[config.mk]
export PLATFORM = sky130hd
export DESIGN_NAME = legacy_mem_router
export DESIGN_NICKNAME = d
export VERILOG_FILES = /design/src/rtl/lmr_pkg.sv /design/src/rtl/lmr_control.sv /design/src/rtl/lmr_datapath.sv /design/src/rtl/legacy_mem_router.sv
export SDC_FILE = /design/constraint.sdc
export NUM_CORES = 1
export LEC_CHECK = 0
export ABC_CLOCK_PERIOD_IN_PS = 4970
export CAP_MARGIN = 20
export CELL_PAD_IN_SITES_DETAIL_PLACEMENT = 1
export CELL_PAD_IN_SITES_GLOBAL_PLACEMENT = 2
export CORE_UTILIZATION = 29
export DETAILED_ROUTE_END_ITERATION = 12
export PLACE_DENSITY = 0.9
export SYNTH_ARGS = -nofsm -noshare
export SYNTH_HDL_FRONTEND = slang
export SYNTH_SLANG_ARGS = --single-unit
export TNS_END_PERCENT = 100
[constraint.sdc]
create_clock -name clk -period 4.97 [get_ports clk]
set_input_delay 0.994 -clock clk [delete_from_list [all_inputs] [get_ports clk]]
set_output_delay 0.994 -clock clk [all_outputs]
set_load 0.01 [all_outputs]
[src/rtl/lmr_pkg.sv]
package lmr_pkg;
  localparam int unsigned LMR_NUM_SEG = 13;

  typedef struct packed {
    logic dram;
    logic bus;
    logic deny;
  } route_t;
endpackage

[src/rtl/lmr_control.sv]
module lmr_control
  import lmr_pkg::*;
#(
  parameter int unsigned AW = 32,
  parameter int unsigned CFG_AW = 4,
  parameter int unsigned DW = 8
) (
  input  logic                   clk,
  input  logic                   rstN,
  input  logic                   cfgWrEn,
  input  logic [CFG_AW-1:0]      cfgAddr,
  input  logic [DW-1:0]          cfgWrData,
  input  logic                   reqValid,
  input  logic [AW-1:0]          reqAddr,
  input  logic                   reqWrite,
  input  logic                   reqSmm,
  input  logic                   reqFromBus,
  output route_t                 route,
  output logic                   holeEn,
  output logic                   smramEn,
  output logic [LMR_NUM_SEG-1:0] segRdEn,
  output logic [LMR_NUM_SEG-1:0] segWrEn
);
  localparam int unsigned IDX_W = $clog2(LMR_NUM_SEG);

  // global control bits at index 0
  always_ff @(posedge clk) begin
    if (!rstN) begin
      holeEn  <= 1'b0;
      smramEn <= 1'b0;
    end else if (cfgWrEn && cfgAddr == '0) begin
      holeEn  <= cfgWrData[0];
      smramEn <= cfgWrData[1];
    end
  end

  // one attribute pair per segment at index g+1
  for (genvar g = 0; g < LMR_NUM_SEG; g++) begin : gSegAttr
    always_ff @(posedge clk) begin
      if (!rstN) begin
        segRdEn[g] <= 1'b0;
        segWrEn[g] <= 1'b0;
      end else if (cfgWrEn && cfgAddr == CFG_AW'(g + 1)) begin
        segRdEn[g] <= cfgWrData[0];
        segWrEn[g] <= cfgWrData[1];
      end
    end
  end

  logic [19:0]      lowAddr;
  logic             outside, inDos, inExt, inVideo;
  logic [IDX_W-1:0] segIdx;
  logic             segAllow;

  always_comb begin
    lowAddr = reqAddr[19:0];
    outside = |reqAddr[AW-1:20];
    inDos   = !lowAddr[19];
    inExt   = lowAddr[19:17] == 3'b100;
    inVideo = lowAddr[19:17] == 3'b101;
    if (!lowAddr[17])      segIdx = IDX_W'(lowAddr[16:14]);
    else if (!lowAddr[16]) segIdx = IDX_W'(8 + lowAddr[15:14]);
    else                   segIdx = IDX_W'(12);
    segAllow = reqWrite ? segWrEn[segIdx] : segRdEn[segIdx];

    route = '0;
    if (reqValid && !outside) begin
      if (inDos) begin
        route.dram = 1'b1;
      end else if (inExt) begin
        route.dram = !holeEn;
        route.bus  = holeEn;
      end else if (inVideo) begin
        if (reqFromBus) begin
          route.deny = smramEn;
          route.bus  = !smramEn;
        end else begin
          route.dram = reqSmm && smramEn;
          route.bus  = !(reqSmm && smramEn);
        end
      end else begin
        route.dram = segAllow;
        route.bus  = !segAllow;
      end
    end
  end

  assert_low_dram_R2: assert property (@(posedge clk) disable iff (!rstN)
    (reqValid && reqAddr < AW'('h80000)) |-> (route.dram && !route.bus && !route.deny));

  assert_high_none_R9: assert property (@(posedge clk) disable iff (!rstN)
    (reqValid && reqAddr >= AW'('h100000)) |-> (route == '0));

  assert_bus_deny_R6: assert property (@(posedge clk) disable iff (!rstN)
    (reqValid && reqFromBus && smramEn && reqAddr >= AW'('hA0000) && reqAddr < AW'('hC0000))
      |-> (route.deny && !route.dram));

  assert_video_host_R4: assert property (@(posedge clk) disable iff (!rstN)
    (reqValid && !reqFromBus && !reqSmm && reqAddr >= AW'('hA0000) && reqAddr < AW'('hC0000))
      |-> route.bus);

  assert_reset_clear_R1: assert property (@(posedge clk) disable iff (!rstN)
    $rose(rstN) |-> (!holeEn && !smramEn && segRdEn == '0 && segWrEn == '0));
endmodule

[src/rtl/lmr_datapath.sv]
module lmr_datapath
  import lmr_pkg::*;
#(
  parameter int unsigned CFG_AW = 4,
  parameter int unsigned DW = 8
) (
  input  logic                   clk,
  input  logic                   rstN,
  input  route_t                 route,
  input  logic                   holeEn,
  input  logic                   smramEn,
  input  logic [LMR_NUM_SEG-1:0] segRdEn,
  input  logic [LMR_NUM_SEG-1:0] segWrEn,
  input  logic [CFG_AW-1:0]      cfgAddr,
  output logic [DW-1:0]          cfgRdData,
  output logic                   toDram,
  output logic                   toBus,
  output logic                   denied
);
  always_ff @(posedge clk) begin
    if (!rstN) begin
      toDram <= 1'b0;
      toBus  <= 1'b0;
      denied <= 1'b0;
    end else begin
      toDram <= route.dram;
      toBus  <= route.bus;
      denied <= route.deny;
    end
  end

  always_comb begin
    cfgRdData = '0;
    if (cfgAddr == '0) begin
      cfgRdData[0] = holeEn;
      cfgRdData[1] = smramEn;
    end else begin
      for (int i = 0; i < LMR_NUM_SEG; i++) begin
        if (cfgAddr == CFG_AW'(i + 1)) begin
          cfgRdData[0] = segRdEn[i];
          cfgRdData[1] = segWrEn[i];
        end
      end
    end
  end

  assert_onehot_out_R10: assert property (@(posedge clk) disable iff (!rstN)
    $onehot0({toDram, toBus, denied}));

  assert_latency_R10: assert property (@(posedge clk) disable iff (!rstN)
    (route.dram || route.bus || route.deny) |=> (toDram || toBus || denied));

  assert_idle_quiet_R10: assert property (@(posedge clk) disable iff (!rstN)
    (route == '0) |=> (!toDram && !toBus && !denied));
endmodule

[src/rtl/legacy_mem_router.sv]
module legacy_mem_router
  import lmr_pkg::*;
#(
  parameter int unsigned AW = 32,
  parameter int unsigned CFG_AW = 4,
  parameter int unsigned DW = 8
) (
  input  logic              clk,
  input  logic              rstN,
  input  logic              cfgWrEn,
  input  logic [CFG_AW-1:0] cfgAddr,
  input  logic [DW-1:0]     cfgWrData,
  output logic [DW-1:0]     cfgRdData,
  input  logic              reqValid,
  input  logic [AW-1:0]     reqAddr,
  input  logic              reqWrite,
  input  logic              reqSmm,
  input  logic              reqFromBus,
  output logic              toDram,
  output logic              toBus,
  output logic              denied
);
  route_t                 route;
  logic                   holeEn, smramEn;
  logic [LMR_NUM_SEG-1:0] segRdEn, segWrEn;

  lmr_control #(.AW(AW), .CFG_AW(CFG_AW), .DW(DW)) uCtrl (
    .clk(clk), .rstN(rstN), .cfgWrEn(cfgWrEn), .cfgAddr(cfgAddr), .cfgWrData(cfgWrData),
    .reqValid(reqValid), .reqAddr(reqAddr), .reqWrite(reqWrite), .reqSmm(reqSmm),
    .reqFromBus(reqFromBus), .route(route), .holeEn(holeEn), .smramEn(smramEn),
    .segRdEn(segRdEn), .segWrEn(segWrEn)
  );

  lmr_datapath #(.CFG_AW(CFG_AW), .DW(DW)) uData (
    .clk(clk), .rstN(rstN), .route(route), .holeEn(holeEn), .smramEn(smramEn),
    .segRdEn(segRdEn), .segWrEn(segWrEn), .cfgAddr(cfgAddr), .cfgRdData(cfgRdData),
    .toDram(toDram), .toBus(toBus), .denied(denied)
  );
endmodule

### After elaboration in Yosys (flattened, before gate mapping)

Index checks and enable logic that the tools add are counted.

| word-level totals | value |
|---|---|
| flip-flop bits (word level) | 31 |
| output and inout bits | 11 |
| word-level logic and storage cells | 105 |

| operators by class | value |
|---|---|
| add/sub/neg operators | 1 |
| $lt $le $gt $ge | 1 |
| eq/ne operators | 15 |
| multiplexer cells | 26 |
| bitwise gates (word level) | 5 |
| reduce and logical (&&, ||, !) cells | 26 |

Operator list:

| kind | number |
|---|---|
| 2-to-1 mux 2 bit | 16 |
| == test 4 bit, second input constant | 6 |
| == test 4 x 3 -> 1 bit, second input constant | 4 |
| logical AND 1 bit | 16 |
| OR reduction 12 bit | 1 |
| binary-select mux 1 bit (select 4 bit) | 2 |
| == test 4 x 2 -> 1 bit, second input constant | 2 |
| 2-to-1 mux 4 bit | 2 |
| == test 3 bit, second input constant | 2 |
| 2-to-1 mux 1 bit | 6 |
| OR reduction 6 bit | 1 |
| logical NOT 1 bit | 5 |
| < comparator 4 x 5 -> 1 bit, second input constant | 1 |
| inverter 1 bit | 5 |
| adder 4 x 2 -> 4 bit, first input constant | 1 |
| == test 4 x 1 -> 1 bit, second input constant | 1 |
| logical NOT 4 bit | 1 |
| AND reduction 3 bit | 1 |
| AND reduction 2 bit | 1 |

### Depth between registers and ports, before layout

Gate-level depths: netlist (run 1).

| depth | value |
|---|---|
| depth after elaboration | 15 |
| depth in mapped cells | 7 |
| mapped depth without buffers | 5 |

### Cells and area by module

Synthesis (run 1) repeated with hierarchy kept, for this count alone.

| unflattened totals | value |
|---|---|
| cell total of the unflattened synthesis | 235 |
| area total of the unflattened synthesis | 2006.9 um2 |

Modules (own cells, without submodules):

| module | times used | cells an instance | area an instance (um2) |
|---|---|---|---|
| lmr_control | 1 | 176 | 1530.2 |
| lmr_datapath | 1 | 59 | 476.7 |

### Worst setup path before layout (run 1)

No wires, ideal clock.

| timing | value |
|---|---|
| path type | in2out |
| from | in cfgAddr[0] |
| to | out cfgRdData[0] |
| data arrival time | 2.071 ns |
| required time | 3.976 ns |
| slack | 1.905 ns |
| cell stages on the path | 7 |
| buffers on the path | 2 |
| cell sequence | buf_4 -> buf_4 -> nand2_1 -> o2bb2ai_1 -> a222oi_1 -> o21ai_1 -> a32oi_1 |

| between the ends | value |
|---|---|
| cells in the longest elaborated chain, start to end | 15 |
| elaborated cells on any way between the ends | 28 |

Ends and longest elaborated chain:

| element | RTL line | text |
|---|---|---|
| start, declared | legacy_mem_router.sv:11 | `input logic [CFG_AW-1:0] cfgAddr,` |
| == test 4 x 1 -> 1 bit | lmr_datapath.sv:39 | `if (cfgAddr == CFG_AW'(i + 1)) begin` |
| 2-to-1 mux 2 bit (13 in series) | lmr_datapath.sv:39 |  |
| 2-to-1 mux 2 bit (*) | lmr_datapath.sv:34 | `if (cfgAddr == '0) begin` |
| end, declared | legacy_mem_router.sv:13 | `output logic [DW-1:0] cfgRdData,` |

Every way passes the cells marked *; elsewhere a longest branch is shown, timed or not.

### Worst setup path in the final report (run 1)

| timing | value |
|---|---|
| from | in cfgAddr[1] |
| to | out cfgRdData[0] |

Same word-level chain as after synthesis.

==> qor_table.md, run 1 <==
| Result | This run | Unit |
|:---|:---|:---|
| Relative slew margins | 39.46 | % |
| Outcome | completed | - |
| Area Growth Syn to Fin | 22.92 | % |
| Final RePlAce weighted congestion | 0.8129 | - |
| Max Cap Viol | 0 | - |
| Max Transition Viols Final | 0 | - |
| Unique masters post-synth | 51 | - |
| Required time of the critical path | 3.98 | ns |
| First-iteration detailed-routing DRC count | 87 | - |
| Leakage power total | 0.0008818 | uW |
| Total count of hold-check failures in the final report | 0 | - |
| Global-route usage over all layers | 17.17 | % |
| DIE WIDTH | 85.45 | microns |
| Worst voltage drop across the vdd grid | 0.1238 | mV |
| Minimum setup slack in the final design | 0.7620 | ns |
| Total detailed-routing wirelength | 5902 | microns |
| Post-synthesis instance area | 2019 | sq um |
| Post-synthesis sequential element count | 31 | - |
| Compound-cell area share of the yosys netlist | 21.31 | % |
| Total Negative Setup Slacks | 0 | ns |
| Number of buffers created by CTS | 5 | - |
| Maximum number of buffers from clock root to sink | 2 | - |
| Post-synthesis average cell area | 8.276 | sq um |
| Clock latency of the later-clocked register in the worst-skew pair | 0.28 | ns |
| Proportion of synthesized chip area in sequential cells | 30.73 | % |
| Most common cell after layout, fill and taps aside | sky130_fd_sc_hd__clkdlybuf4s50_1 | - |
| Setup crit start kind | input port | - |
| Most used DFF post-synth | sky130_fd_sc_hd__dfxtp_1 | - |
| Vias after detailed routing | 1,891 | - |
| Final HPWL from detailed placement | 4316 | microns |
| First-pass DRT Iterations | 7 | - |
| Endpoints failing setup | 0 | - |
| Period minus WS final | 4.208 | ns |
| Buffer type at the clock tree root | sky130_fd_sc_hd__clkbuf_8 | - |
| DP Cell Count | 348 | - |
| Critical Path Sink | cfgRdData[0] | - |
| Period Utilization, post-route | 84.67 | % |
| Layout cell share with drive strength beyond 1 | 7.246 | % |
| Worst reg2reg endpoint | uData.toDram | - |
| DR DRC count | 0 | - |
| Filler-free cell count of the finished design | 356 | - |
| Xor-xnor portion of the synthesized cell area | 0 | % |
| Final net count | 326 | - |
| HP Start | uCtrl.segWrEn[0] | - |
| Via count of the first global-routing pass | 1,945 | - |
| Final worst hold slack | 0.4977 | ns |
| Post-synth EDFFs | 0 | - |
| I/O pin cnt | 62 | - |
| Worst-case clock skew | 0.001276 | ns |
| Setup repair after global routing missed its margin | false | - |
| Final total power | 545.5 | uW |
| Tightest Hold Check Type | flip-flop to flip-flop | - |
| Critical-path maximum fanout | 11 | - |
| Adder-cell share of the synthesized area | 0 | % |
| Timing-limited maximum frequency | 237.6 | MHz |
| Diodes inserted | 0 | - |
| Critical path data arrival time | 3.21 | ns |
| Worst-case setup slack after placement | 0.7479 | ns |
| Number of vias per cell | 5.312 | - |
| Number of I/O port buffers | 35 | - |
| Synthesized-area fraction occupied by and/or/nand/nor cells | 25.34 | % |
| Clock net sink count | 31 | - |
| Starting utilization of the core area | 29.89 | % |
| Reg-to-reg startpoint | uCtrl.segRdEn[6] | - |
| Total overflow reported by the global router | 0 | - |
| Commonest cells after routing, fill and taps aside | sky130_fd_sc_hd__clkdlybuf4s50_1, sky130_fd_sc_hd__nand2_1, sky130_fd_sc_hd__dfxtp_1 | - |
| TritonCTS clock tree | yes | - |
| Placement Rows | 30 | - |
| Warning count from the yosys run | 0 | - |
| Transition time of the tightest slew-check pin | 0.9053 | ns |
| Average wire per cell in the routed design | 16.58 | microns |
| Floorplan Core Area | 6756 | sq um |
| Wire length of the first global-routing pass | 9853 | microns |
| Maximum number of pins on one net before global-route repair | 30 | - |
| Critical path type | input port to primary output | - |
| Post-synthesis instance total | 244 | - |
| Remaining number of nets flagged by the antenna check after routing | 0 | - |
| H-tree levels | 2 | - |
| Critical path startpoint | cfgAddr[1] | - |
| Main combinational cell family by area after synthesis | simple AND/OR/NAND/NOR gates | - |
| Slack of the worst reg-to-reg path | 3.49 | ns |
| Clock transition at path regs | 0.06 | ns |
| Cts hold-fix bufs | 0 | - |
| Antenna violations before repair | 0 | - |
| Category of the worst setup path capture point | primary output | - |
| Worst R2R Path Depth | 5 | - |
| Number of setup buffers added after CTS | 0 | - |
| Number of gates resized after CTS | 0 | - |
| Ratio of total power to cell area | 219.7 | nW/um^2 |
| Die Ht | 85.45 | microns |
| Area enclosed by the die boundary | 7302 | sq um |
| FFs w/ async S/R, synth | 0 | % |
| Multiplexer share of the synthesized area | 15.12 | % |
==> state kept, by name, indices dropped and copies added, names as in the netlist <==
register / cells
uCtrl.segRdEn: 13
uCtrl.segWrEn: 13
uCtrl.holeEn: 1
uCtrl.smramEn: 1
uData.denied: 1
uData.toBus: 1
uData.toDram: 1
==> metrics by stage <==
| step | utilization, % | cell area, sq um |
|---|---|---|
| floorplan | - | 2038 |
| global placement | 35.54 | 2401 |
| detailed placement | 35.54 | 2401 |
| CTS | 36.74 | 2482 |
| global route | 36.74 | 2482 |
| finish | 36.74 | 2482 |
==> critical path, stage by stage <==
cell and delay, ns:
sky130_fd_sc_hd__clkdlybuf4s50_1 0.67, sky130_fd_sc_hd__buf_4 0.24, sky130_fd_sc_hd__a21o_1 0.09, sky130_fd_sc_hd__o2111ai_1 0.11
sky130_fd_sc_hd__a222oi_1 0.26, sky130_fd_sc_hd__o21ai_1 0.11, sky130_fd_sc_hd__a32oi_1 0.18, sky130_fd_sc_hd__clkdlybuf4s50_1 0.56
==> where the power goes <==
part	leakage, uW	internal (uW)	total (uW)	switching, uW
Clock	0.0000422	98.2	194	96.0
Sequential	0.000250	251	254	2.52
Combinational	0.000589	47.4	97.5	50.1
Total	0.000882	397	545	149
==> routing by layer <==
| metal | vias to the layer above | part of all wire, % | global-route usage, % |
|---|---|---|---|
| met1 | 918 | 49 | 22.78 |
| met5 | - | 0 | 0 |
| met3 | 4 | 3.6 | 4.572 |
| li1 | 925 | - | - |
| met2 | 44 | 46 | 28.44 |
| met4 | 0 | 0.58 | 2.727 |
==> worst min path at each step <==
stage,endpoint,slack [ns],depth (start not counted)
6_report,uCtrl.segWrEn[0],0.50,2
5_1_grt,uCtrl.segWrEn[0],0.52,2
4_1_cts,uCtrl.segWrEn[0],0.51,2
3_5_place_dp,uCtrl.segWrEn[0],0.50,2
3_3_place_gp,uCtrl.segWrEn[0],0.49,2
2_1_floorplan,uCtrl.segWrEn[0],0.46,2
==> logic make-up (layout without fill, tap and decap cells) <==
| group | count (synthesis) | in the layout |
|---|---|---|
| and+or+nand+nor | 97 | 97 |
| AOI/OAI and AO/OA | 62 | 62 |
| DFF | 31 | 31 |
| muxes | 27 | 27 |
| buffers and inverters | 26 | 53 |
| other | 1 | 6 |
==> synthesized netlist by cell type, types with 2 or more instances <==
cell type / n / share of area (%)
sky130_fd_sc_hd__dfxtp_1: 31 / 31
sky130_fd_sc_hd__nor3_1: 6 / 1.5
sky130_fd_sc_hd__mux2i_1: 23 / 11
sky130_fd_sc_hd__nor4b_1: 2 / 0.87
sky130_fd_sc_hd__a22oi_1: 2 / 0.74
sky130_fd_sc_hd__nand2b_1: 6 / 1.9
sky130_fd_sc_hd__nand3_1: 7 / 1.7
sky130_fd_sc_hd__clkbuf_1: 5 / 0.93
sky130_fd_sc_hd__o21ai_0: 18 / 4.5
sky130_fd_sc_hd__a32oi_1: 3 / 1.3
sky130_fd_sc_hd__nand4b_1: 2 / 0.87
sky130_fd_sc_hd__a211oi_1: 2 / 0.74
sky130_fd_sc_hd__nor2_1: 14 / 2.6
sky130_fd_sc_hd__a21boi_0: 16 / 5.9
sky130_fd_sc_hd__a31oi_1: 2 / 0.62
sky130_fd_sc_hd__and3_1: 2 / 0.62
sky130_fd_sc_hd__buf_4: 9 / 3.3
sky130_fd_sc_hd__buf_2: 6 / 1.5
sky130_fd_sc_hd__nand3b_1: 3 / 1.1
sky130_fd_sc_hd__nand2_1: 31 / 5.8
sky130_fd_sc_hd__nor2b_1: 15 / 4.6
sky130_fd_sc_hd__a21oi_1: 2 / 0.50
sky130_fd_sc_hd__inv_1: 4 / 0.74
sky130_fd_sc_hd__o211ai_1: 2 / 0.74
sky130_fd_sc_hd__o22ai_1: 3 / 0.93
sky130_fd_sc_hd__o2bb2ai_1: 3 / 1.3
==> area by class of cell <==
type / count / area, sq um
fill: 818 / 4274
multi-input combinational: 192 / 1270
clock inverter: 1 / 5.005
tap: 80 / 100.1
timing repair buffer: 41 / 395.4
clock buffer: 7 / 76.32
sequential: 31 / 620.6
inverter: 4 / 15.01
(Power assumes the default switching activity.)
==> inputs of run 2 (changes only) <==
--- a/config.mk
+++ b/config.mk
@@ -5,13 +5,13 @@
 export SDC_FILE = /design/constraint.sdc
 export NUM_CORES = 1
 export LEC_CHECK = 0
-export ABC_CLOCK_PERIOD_IN_PS = 4970
+export ABC_CLOCK_PERIOD_IN_PS = 3800
 export CAP_MARGIN = 20
 export CELL_PAD_IN_SITES_DETAIL_PLACEMENT = 1
 export CELL_PAD_IN_SITES_GLOBAL_PLACEMENT = 2
-export CORE_UTILIZATION = 29
+export CORE_UTILIZATION = 24
 export DETAILED_ROUTE_END_ITERATION = 12
-export PLACE_DENSITY = 0.9
+export PLACE_DENSITY = 0.8
 export SYNTH_ARGS = -nofsm -noshare
 export SYNTH_HDL_FRONTEND = slang
 export SYNTH_SLANG_ARGS = --single-unit
==> constraint.sdc (replaced) <==
create_clock -name clk -period 3.8 [get_ports clk]
set_input_delay 0.76 -clock clk [delete_from_list [all_inputs] [get_ports clk]]
set_output_delay 0.76 -clock clk [all_outputs]
set_load 0.01 [all_outputs]
==> run 2 against run 1 <==
Critical path depth stayed put. Global-route usage fell by 3.0 points. Wire length grew 0.69%. Sequential share of layout area is 0.92 points lower. Hold slack improved by 0.0030 ns. Core utilization fell by 5.2 points. Die area up 20%. Sequential power increased by 31%. First-iteration DRC count up 8.0%. Total power rose by 38%. Highest routed layer unchanged.
==> qor_table.md, run 2 (same netlist as run 1, synthesis figures left out) <==
| Result | This run | Unit | Change |
|:---|:---|:---|:---|
| Max Cap Viol | 0 | - | unchanged |
| Number of I/O port buffers | 35 | - | unchanged |
| Remaining number of nets flagged by the antenna check after routing | 0 | - | unchanged |
| Most common cell after layout, fill and taps aside | sky130_fd_sc_hd__clkdlybuf4s50_1 | - |  |
| Floorplan Core Area | 8175 | sq um | +21% |
| TritonCTS clock tree | yes | - |  |
| Largest registers ranked by flip-flop count | uCtrl.segRdEn (13), uCtrl.segWrEn (13) | - |  |
| Critical-path maximum fanout | 26 | - | +15 |
| DIE WIDTH | 93.73 | microns | +9.7% |
| Buffer type at the clock tree root | sky130_fd_sc_hd__clkbuf_8 | - |  |
| Number of setup buffers added after CTS | 0 | - | unchanged |
| Area of combinational cells with multiple inputs | 1270 | sq um | unchanged |
| Worst voltage drop across the vdd grid | 0.1140 | mV | -7.9% |
| Tightest Hold Check Type | flip-flop to flip-flop | - |  |
| Die Ht | 93.73 | microns | +9.7% |
| Total count of hold-check failures in the final report | 0 | - | unchanged |
| Final worst hold slack | 0.5007 | ns | +0.003033 ns |
| Final HPWL from detailed placement | 4527 | microns | +4.9% |
| Filler-free cell count of the finished design | 385 | - | +8.1% |
| HP Start | uCtrl.segRdEn[0] | - |  |
| Final total power | 753.6 | uW | +38% |
| Via count of the first global-routing pass | 1,903 | - | -2.2% |
| Setup repair after global routing missed its margin | false | - |  |
| Number of vias per cell | 4.971 | - | -6.4% |
| Antenna violations before repair | 0 | - | unchanged |
| Max Transition Viols Final | 0 | - | unchanged |
| Total Negative Setup Slacks | 0 | ns | unchanged |
| I/O pin cnt | 62 | - | unchanged |
| Setup crit start kind | input port | - |  |
| Final RePlAce weighted congestion | 0.7759 | - | -4.6% |
| Required time of the critical path | 3.04 | ns | -0.94 ns |
| Area Growth Syn to Fin | 27.63 | % |  |
| Wire length of the first global-routing pass | 9639 | microns | -2.2% |
| Clock transition at path regs | 0.07 | ns | about the same |
| First-pass DRT Iterations | 4 | - | -3 |
| Final net count | 330 | - | +1.2% |
| Global-route usage over all layers | 14.17 | % | -3.0 points |
| Layout fillers | 986 | - | +21% |
| Outcome | completed | - |  |
| Total overflow reported by the global router | 0 | - | unchanged |
| Worst-case clock skew | 0.005977 | ns | +0.004701 ns |
| Commonest cells after routing, fill and taps aside | sky130_fd_sc_hd__clkdlybuf4s50_1, sky130_fd_sc_hd__nand2_1, sky130_fd_sc_hd__dfxtp_1 | - |  |
| Critical path startpoint | cfgAddr[0] | - |  |
| Maximum number of pins on one net before global-route repair | 30 | - | unchanged |
| Average wire per cell in the routed design | 15.44 | microns | -6.9% |
| Placement Rows | 33 | - | +10% |
| H-tree levels | 2 | - | unchanged |
| DP Cell Count | 377 | - | +8.3% |
| Area enclosed by the die boundary | 8785 | sq um | +20% |
| Total detailed-routing wirelength | 5943 | microns | +0.69% |
| Clock latency of the later-clocked register in the worst-skew pair | 0.28 | ns | about the same |
| Starting utilization of the core area | 24.70 | % | -5.2 points |
| Period minus WS final | 3.619 | ns |  |
| Clock net sink count | 31 | - | unchanged |
| Critical path type | input port to primary output | - |  |
| Layout cell share with drive strength beyond 1 | 8.929 | % | +1.7 points |
| Critical path data arrival time | 2.86 | ns | -0.35 ns |
| DR DRC count | 0 | - | unchanged |
| Storage cell area | 620.6 | sq um | unchanged |
| Category of the worst setup path capture point | primary output | - |  |
| Number of buffers created by CTS | 5 | - | unchanged |
| Transition time of the tightest slew-check pin | 0.6268 | ns | -0.2785 ns |
| Reg-to-reg startpoint | uCtrl.segRdEn[6] | - |  |
| Timing-limited maximum frequency | 276.3 | MHz |  |
| Relative slew margins | 58.08 | % | +19 points |
| Maximum number of buffers from clock root to sink | 2 | - | unchanged |
| First-iteration detailed-routing DRC count | 94 | - | +8.0% |
| Endpoints failing setup | 0 | - | unchanged |
| Ratio of total power to cell area | 292.4 | nW/um^2 | +33% |
| Leakage power total | 0.0009247 | uW | +4.9% |
| Vias after detailed routing | 1,914 | - | +1.2% |
| Diodes inserted | 0 | - | unchanged |
| Period Utilization, post-route | 95.25 | % |  |
-- run 2: final cells by class --
class	instances	area share, %
repair buffers	45	17.09
clock buffers	8	3.883
well taps	105	5.097
inverters	4	0.5825
flip-flops and latches	31	24.08
multi-input cells	192	49.27
-- run 2: through the flow --
| step | cell area (sq um) | utilization (%) | worst slack (ns) |
|---|---|---|---|
| 2_1_floorplan | 2038 | - | 1.203 |
| 3_3_place_gp | 2475 | 30.27 | 0.1766 |
| 3_5_place_dp | 2475 | 30.27 | 0.1350 |
| 4_1_cts | 2575 | 31.50 | 0.1291 |
| 5_1_grt | 2577 | 31.53 | 0.05223 |
| 6_report | 2577 | 31.53 | 0.1806 |
-- run 2: what timing repair did --
action,in CTS,in global routing
endpoints found under the setup margin,0,1
hold buffers,0,0
gates resized for setup,0,1
-- run 2: final timing paths --
check,depth (start not counted),slack [ns],endpoint
setup / recovery,8,0.18,cfgRdData[0]
hold reg to reg,2,0.50,uCtrl.segRdEn[0]
hold / removal,2,0.50,uCtrl.segRdEn[0]
setup reg to reg,5,2.36,uData.toDram
-- run 2: worst max-delay path, stage by stage --
cell	delay, ns
sky130_fd_sc_hd__clkdlybuf4s50_1	0.50
sky130_fd_sc_hd__buf_12	0.18
sky130_fd_sc_hd__nand2_1	0.07
sky130_fd_sc_hd__o2bb2ai_1	0.15
sky130_fd_sc_hd__a222oi_1	0.38
sky130_fd_sc_hd__o21ai_1	0.10
sky130_fd_sc_hd__a32oi_1	0.16
sky130_fd_sc_hd__clkdlybuf4s50_1	0.56
-- run 2: routing by layer --
| metal | part of all wire [%] | up-vias | GRT usage, % |
|---|---|---|---|
| met5 | 0 | - | 0 |
| met4 | 1.1 | 0 | 3.846 |
| met3 | 5.2 | 5 | 2.994 |
| met2 | 45 | 39 | 23.24 |
| met1 | 49 | 934 | 18.70 |
| li1 | - | 936 | - |
-- run 2: report_power, final --
group / switching (uW) / internal, uW / leakage, uW
Clock: 125 / 165 / 0.0000515
Sequential: 3.40 / 329 / 0.000250
Combinational: 65.3 / 65.5 / 0.000623
